==> src/rtl/dac2_pkg.sv <==
package dac2_pkg;

    localparam int DATA_W  = 16;
    localparam int CTRL_W  = 8;
    localparam int FRAME_W = CTRL_W + DATA_W;
    localparam int CHSEL_W = 1;
    localparam int NCH     = 1 << CHSEL_W;
    localparam int CNT_W   = $clog2(FRAME_W);

    typedef enum logic [1:0] {
        LD_BUF_0 = 2'b00,
        LD_NOW   = 2'b01,
        LD_BUF_1 = 2'b10,
        LD_ALL   = 2'b11
    } load_e;

    typedef enum logic [1:0] {
        PWR_RUN  = 2'b00,
        PWR_OFF1 = 2'b01,
        PWR_OFF2 = 2'b10,
        PWR_OFF3 = 2'b11
    } pwr_e;

    typedef struct packed {
        logic [1:0]         rsv_hi;
        load_e              load;
        logic               rsv_mid;
        logic [CHSEL_W-1:0] chan;
        pwr_e               pwr;
        logic [DATA_W-1:0]  code;
    } frame_t;

    // does this channel's DAC register take a value for this command
    function automatic logic dac_loads(load_e cmd, logic sel);
        return (cmd == LD_ALL) || ((cmd == LD_NOW) && sel);
    endfunction

endpackage

==> src/rtl/dac2_in_sync.sv <==
module dac2_in_sync #(
    parameter int             W       = 3,
    parameter int             STAGES  = 2,
    parameter logic [W-1:0]   RST_VAL = '0
) (
    input  logic         clk,
    input  logic         rst,
    input  logic [W-1:0] d_i,
    output logic [W-1:0] q_o
);
    logic [STAGES-1:0][W-1:0] pipe_q;

    always_ff @(posedge clk) begin
        if (rst) begin
            for (int s = 0; s < STAGES; s++) pipe_q[s] <= RST_VAL;
        end else begin
            pipe_q[0] <= d_i;
            for (int s = 1; s < STAGES; s++) pipe_q[s] <= pipe_q[s-1];
        end
    end

    assign q_o = pipe_q[STAGES-1];
endmodule

==> src/rtl/dac2_frame_shift.sv <==
module dac2_frame_shift
    import dac2_pkg::*;
(
    input  logic   clk,
    input  logic   rst,
    input  logic   fs_n,
    input  logic   sck,
    input  logic   sdi,
    output logic   frm_vld_o,
    output frame_t frm_o
);
    logic               sck_q;
    logic               sck_fall;
    logic [FRAME_W-1:0] shreg_q;
    logic [CNT_W-1:0]   cnt_q;
    logic               full_q;
    logic [FRAME_W-1:0] next_word;

    assign sck_fall  = sck_q && !sck;
    assign next_word = {shreg_q[FRAME_W-2:0], sdi};

    always_ff @(posedge clk) begin
        if (rst) begin
            sck_q     <= 1'b1;
            shreg_q   <= '0;
            cnt_q     <= '0;
            full_q    <= 1'b0;
            frm_vld_o <= 1'b0;
            frm_o     <= '0;
        end else begin
            sck_q     <= sck;
            frm_vld_o <= 1'b0;
            if (fs_n) begin
                shreg_q <= '0;
                cnt_q   <= '0;
                full_q  <= 1'b0;
            end else if (sck_fall && !full_q) begin
                shreg_q <= next_word;
                if (cnt_q == CNT_W'(FRAME_W - 1)) begin
                    cnt_q     <= '0;
                    full_q    <= 1'b1;
                    frm_vld_o <= 1'b1;
                    frm_o     <= frame_t'(next_word);
                end else begin
                    cnt_q <= cnt_q + 1'b1;
                end
            end
        end
    end
endmodule

==> src/rtl/dac2_reg_bank.sv <==
module dac2_reg_bank
    import dac2_pkg::*;
(
    input  logic                        clk,
    input  logic                        rst,
    input  logic                        frm_vld,
    input  load_e                       load,
    input  logic [CHSEL_W-1:0]          chan,
    input  pwr_e                        pwr,
    input  logic [DATA_W-1:0]           code,
    output logic [NCH-1:0][DATA_W-1:0]  dac_o,
    output logic [NCH-1:0][1:0]         pwr_o
);
    for (genvar c = 0; c < NCH; c++) begin : g_ch
        logic              sel;
        logic [DATA_W-1:0] buf_q;
        logic [DATA_W-1:0] dac_q;
        pwr_e              pwr_q;

        assign sel = (chan == CHSEL_W'(c));

        always_ff @(posedge clk) begin
            if (rst) begin
                buf_q <= '0;
                dac_q <= '0;
                pwr_q <= PWR_RUN;
            end else if (frm_vld) begin
                if (sel) begin
                    buf_q <= code;
                    pwr_q <= pwr;
                end
                if (dac_loads(load, sel)) begin
                    dac_q <= sel ? code : buf_q;
                end
            end
        end

        assign dac_o[c] = dac_q;
        assign pwr_o[c] = pwr_q;
    end
endmodule

==> src/rtl/dac2_serial_rx.sv <==
module dac2_serial_rx
    import dac2_pkg::*;
#(
    parameter int SYNC_STAGES = 2
) (
    input  logic              clk,
    input  logic              rst,
    input  logic              sync_n_i,
    input  logic              sclk_i,
    input  logic              din_i,
    output logic [DATA_W-1:0] dac_a_o,
    output logic [DATA_W-1:0] dac_b_o,
    output logic [1:0]        pwr_a_o,
    output logic [1:0]        pwr_b_o
);
    logic [2:0]                 pins_s;
    logic                       fs_s;
    logic                       sck_s;
    logic                       sdi_s;
    logic                       frm_vld;
    frame_t                     frm;
    logic [NCH-1:0][DATA_W-1:0] dac_all;
    logic [NCH-1:0][1:0]        pwr_all;
    logic                       unused_rsv;

    dac2_in_sync #(
        .W       (3),
        .STAGES  (SYNC_STAGES),
        .RST_VAL (3'b110)
    ) sync_i (
        .clk (clk),
        .rst (rst),
        .d_i ({sync_n_i, sclk_i, din_i}),
        .q_o (pins_s)
    );

    assign {fs_s, sck_s, sdi_s} = pins_s;

    dac2_frame_shift shift_i (
        .clk       (clk),
        .rst       (rst),
        .fs_n      (fs_s),
        .sck       (sck_s),
        .sdi       (sdi_s),
        .frm_vld_o (frm_vld),
        .frm_o     (frm)
    );

    dac2_reg_bank bank_i (
        .clk     (clk),
        .rst     (rst),
        .frm_vld (frm_vld),
        .load    (frm.load),
        .chan    (frm.chan),
        .pwr     (frm.pwr),
        .code    (frm.code),
        .dac_o   (dac_all),
        .pwr_o   (pwr_all)
    );

    assign unused_rsv = ^{frm.rsv_hi, frm.rsv_mid};

    assign dac_a_o = dac_all[0];
    assign dac_b_o = dac_all[1];
    assign pwr_a_o = pwr_all[0];
    assign pwr_b_o = pwr_all[1];
endmodule

==> config.mk <==
export PLATFORM = sky130hd
export DESIGN_NAME = dac2_serial_rx
export DESIGN_NICKNAME = d
export VERILOG_FILES = /design/src/rtl/dac2_pkg.sv /design/src/rtl/dac2_in_sync.sv /design/src/rtl/dac2_frame_shift.sv /design/src/rtl/dac2_reg_bank.sv /design/src/rtl/dac2_serial_rx.sv
export SDC_FILE = /design/constraint.sdc
export NUM_CORES = 1
export LEC_CHECK = 0
export ABC_AREA = 1
export BUFFER_PORTS_ARGS = -buffer_cell sky130_fd_sc_hd__buf_2
export CAP_MARGIN = 20
export CORE_ASPECT_RATIO = 1.75
export CORE_UTILIZATION = 40
export CTS_CLUSTER_DIAMETER = 50
export DETAILED_ROUTE_END_ITERATION = 16
export PLACE_DENSITY_LB_ADDON = 0.25
export SLEW_MARGIN = 20
export SYNTH_ARGS = -nofsm -noshare
export SYNTH_HDL_FRONTEND = slang
export SYNTH_SLANG_ARGS = --single-unit
==> constraint.sdc <==
create_clock -name clk -period 3.2 [get_ports clk]
set_clock_uncertainty 0.1 [all_clocks]
set_input_delay 0.16 -clock clk [delete_from_list [all_inputs] [get_ports clk]]
set_output_delay 0.16 -clock clk [all_outputs]
set_load 0.005 [all_outputs]
==> flow_summary.json <==
{
  "status": "finished clean",
  "finalNetCount": 704,
  "wl_per_cell_um": 12.6,
  "drc_errors": 0,
  "yosys_register_bits": 124,
  "hold_start": "sync_i.pipe_q[0]",
  "cp_common_cell": "nor2_1",
  "synth-simple-area-share_pct": 28.3,
  "vias_per_cell": 4.98,
  "yosysSeqAreaShare_pct": 51.3,
  "path_delay_family": "buffers and inverters",
  "tritoncts": "done",
  "leakagePower_uw": 0.00232,
  "critPathLaunchType": "primary input",
  "drtIter0Drc": 260,
  "synth_compound_area_share_pct": 12.8,
  "cap_violations": 0,
  "nFillCells": 1190,
  "grt_pass1_vias": 3953,
  "hold_class": "reg -> reg",
  "initial_core_util_pct": 41.6,
  "fin_tns_setup_ns": 0,
  "tightest_slew_ns": 0.855,
  "cts_setup_buffers": 0,
  "fin_crit_sh_pct": 55.9,
  "relSlewSlack_pct": 43.0,
  "die_width_um": 85.2,
  "dpl-instance-area_sq_um": 5070,
  "hold_viol_final": 0,
  "antenna_cells": 0,
  "crit_chain": "dlygate4sd3_1 > buf_2 > inv_2 > buf_12 > nand4_1 > nor2_1 > nor2_1 > nor2_1",
  "rsz0062_at_grt": "false",
  "wl_met3_um": 468,
  "clkSinkCount": 124,
  "synth.net_count": 674,
  "dieArea_sq_um": 12600,
  "portBuffers": 40,
  "multiInputGateArea_sq_um": 2010,
  "core_area_sq_um": 11600,
  "track_usage_pct": 18.6,
  "ctsHoldBuffers": 5,
  "fmax_ghz": 0.559,
  "regArea_sq_um": 2480,
  "synth.distinct_cells": 26,
  "power_density_nw_per_um2": 634,
  "min_period_ns": 1.79,
  "grt_pass1_wl_um": 18100,
  "ant_nets": 0,
  "dr.pass1.iters": 7,
  "yosys_warnings": 0,
  "dp_hpwl_um": 7340,
  "clockBufferDepth": 2,
  "avgSynthCellArea_sq_um": 7.24,
  "synth_top_family_by_area": "simple AND/OR/NAND/NOR gates",
  "grt-ovfl-total": 0,
  "cp-end-kind": "register",
  "critPathMaxStageDelay_ns": 0.53,
  "drive_above_1_share_pct": 12.7,
  "htreeDepth": 4,
  "clkLatencyLatePin_ns": 0.41,
  "crit_fanout": 51,
  "peakVddDrop_uv": 471,
  "netlist_instances": 668,
  "synthMuxAreaShare_pct": 0,
  "cts-resized-gates": 0,
  "cts_buffers": 17,
  "crit_slowest_cell": "dlygate4sd3_1",
  "drv_slew": 0,
  "synthAdderAreaFrac_pct": 0.259,
  "setup_viol": 0,
  "final_area_sq_um": 5750,
  "final_core_util_pct": 49.3,
  "wl_met2_um": 5420,
  "cp.required_ns": 3.45,
  "crit_path_start": "rst",
  "path_buf_inv": 4,
  "dr.max_layer_used": "met4",
  "antenna_found_initial": 0,
  "grt_max_degree": 52,
  "fp.dieH_um": 148,
  "syn_to_final_growth_pct": 18.7,
  "crit_type": "in -> reg",
  "synth_xor_area_share_pct": 0.181,
  "pin_count": 41,
  "wl_met1_um": 4170,
  "syn_area_sq_um": 4840,
  "vias": 4212,
  "routed_wirelength_um": 10700,
  "clk_pin_slew_ns": 0.05,
  "rows": 52,
  "root_buffer": "clkbuf_16",
  "arrival_ns": 2.04,
  "gp_congestion": 0.821,
  "r2r-start": "shift_i.frm_o[18]"
}
per-stage QoR:
stage          setup slack [ns]  total power, uW  hold slack (ns)  std cells
5_1_grt                    1.21             3760            0.320        845
3_5_place_dp               1.44             1660            0.245        809
6_report                   1.41             3640            0.303        845
4_1_cts                    1.39             3680            0.310        845
2_1_floorplan              1.85             1640            0.164        668
3_3_place_gp               1.51             1650            0.242        809
layer usage:
| metal | up-vias | global-route usage (%) |
|---|---|---|
| met5 | - | 0 |
| met4 | 0 | 12.8 |
| met3 | 37 | 4.52 |
| met2 | 110 | 32.9 |
| met1 | 1881 | 19.0 |
| li1 | 2184 | - |
cell usage in the layout, fill, tap and decap left out, drive strengths merged:
cell type / instances
nand3: 40
ha: 1
inv: 38
buf: 46
a211oi: 2
or2: 5
o21ai: 79
dlygate4sd3: 5
nand2: 125
a21oi: 41
clkbuf: 24
xor2: 1
nand4: 2
clkinv: 4
dfxtp: 124
nor2: 166
bufinv: 4
nor3: 3
registers in the layout, indices dropped and copies added (netlist names):
register / cells
bank_i.g_ch.buf_q: 32
bank_i.g_ch.dac_q: 32
shift_i.frm_o: 21
shift_i.shreg_q: 21
shift_i.cnt_q: 5
bank_i.g_ch.pwr_q: 4
sync_i.pipe_q: 3
sync_i.q_o: 3
shift_i.frm_vld_o: 1
shift_i.full_q: 1
shift_i.sck_q: 1
worst paths after layout:
path,end,slack [ns],cells past startpoint
setup / recovery,shift_i.frm_o[15],1.41,8
hold / removal,sync_i.q_o[0],0.30,2
setup reg to reg,bank_i.g_ch[1].buf_q[3],1.43,5
hold reg to reg,sync_i.q_o[0],0.30,2
cell usage after synthesis:
cell	number	area [sq um]
buf_2	21	105
inv_1	34	128
clkbuf_2	1	5.00
buf_4	5	37.5
a211oi_1	2	15.0
nand2_2	3	18.8
dfxtp_1	124	2480
inv_4	1	6.26
inv_2	3	11.3
buf_1	3	11.3
nand2_4	1	11.3
nor2_1	164	616
clkbuf_1	10	37.5
nor3_1	3	15.0
a21oi_1	40	200
xor2_1	1	8.76
a21oi_2	1	8.76
nand3_1	40	200
nor2_2	2	12.5
clkinv_1	1	3.75
nand2_1	121	454
or2_2	5	31.3
nand4_1	2	12.5
ha_1	1	12.5
o21ai_1	12	60.1
o21ai_0	67	335
worst min-delay path, delay by kind of cell (launching register included):
family	cells	cell delay [ns]
flip-flops	1	0.29
buffers and inverters	1	0.04
AND/OR/NAND/NOR	1	0.03
cells by family after synthesis:
family	count (synthesis)
simple gates	341
flops	124
buf+inv	79
xor+xnor	1
fa+ha+maj	1
compound gates	122
final cells by class:
cell class              instances  area share (%)
repair buffers                 51            5.36
clock buffers                  24            8.56
inverters                      39            2.59
clock inverters                 7            2.35
flip-flops and latches        124            43.2
well taps                     135            2.94
multi-input cells             465            35.0
report_power, final:
group | internal [uW] | switching (uW)
Clock | 1380 | 639
Sequential | 1550 | 2.77
Combinational | 25.4 | 48.7
No activity file was read; power rests on OpenSTA's default activity.
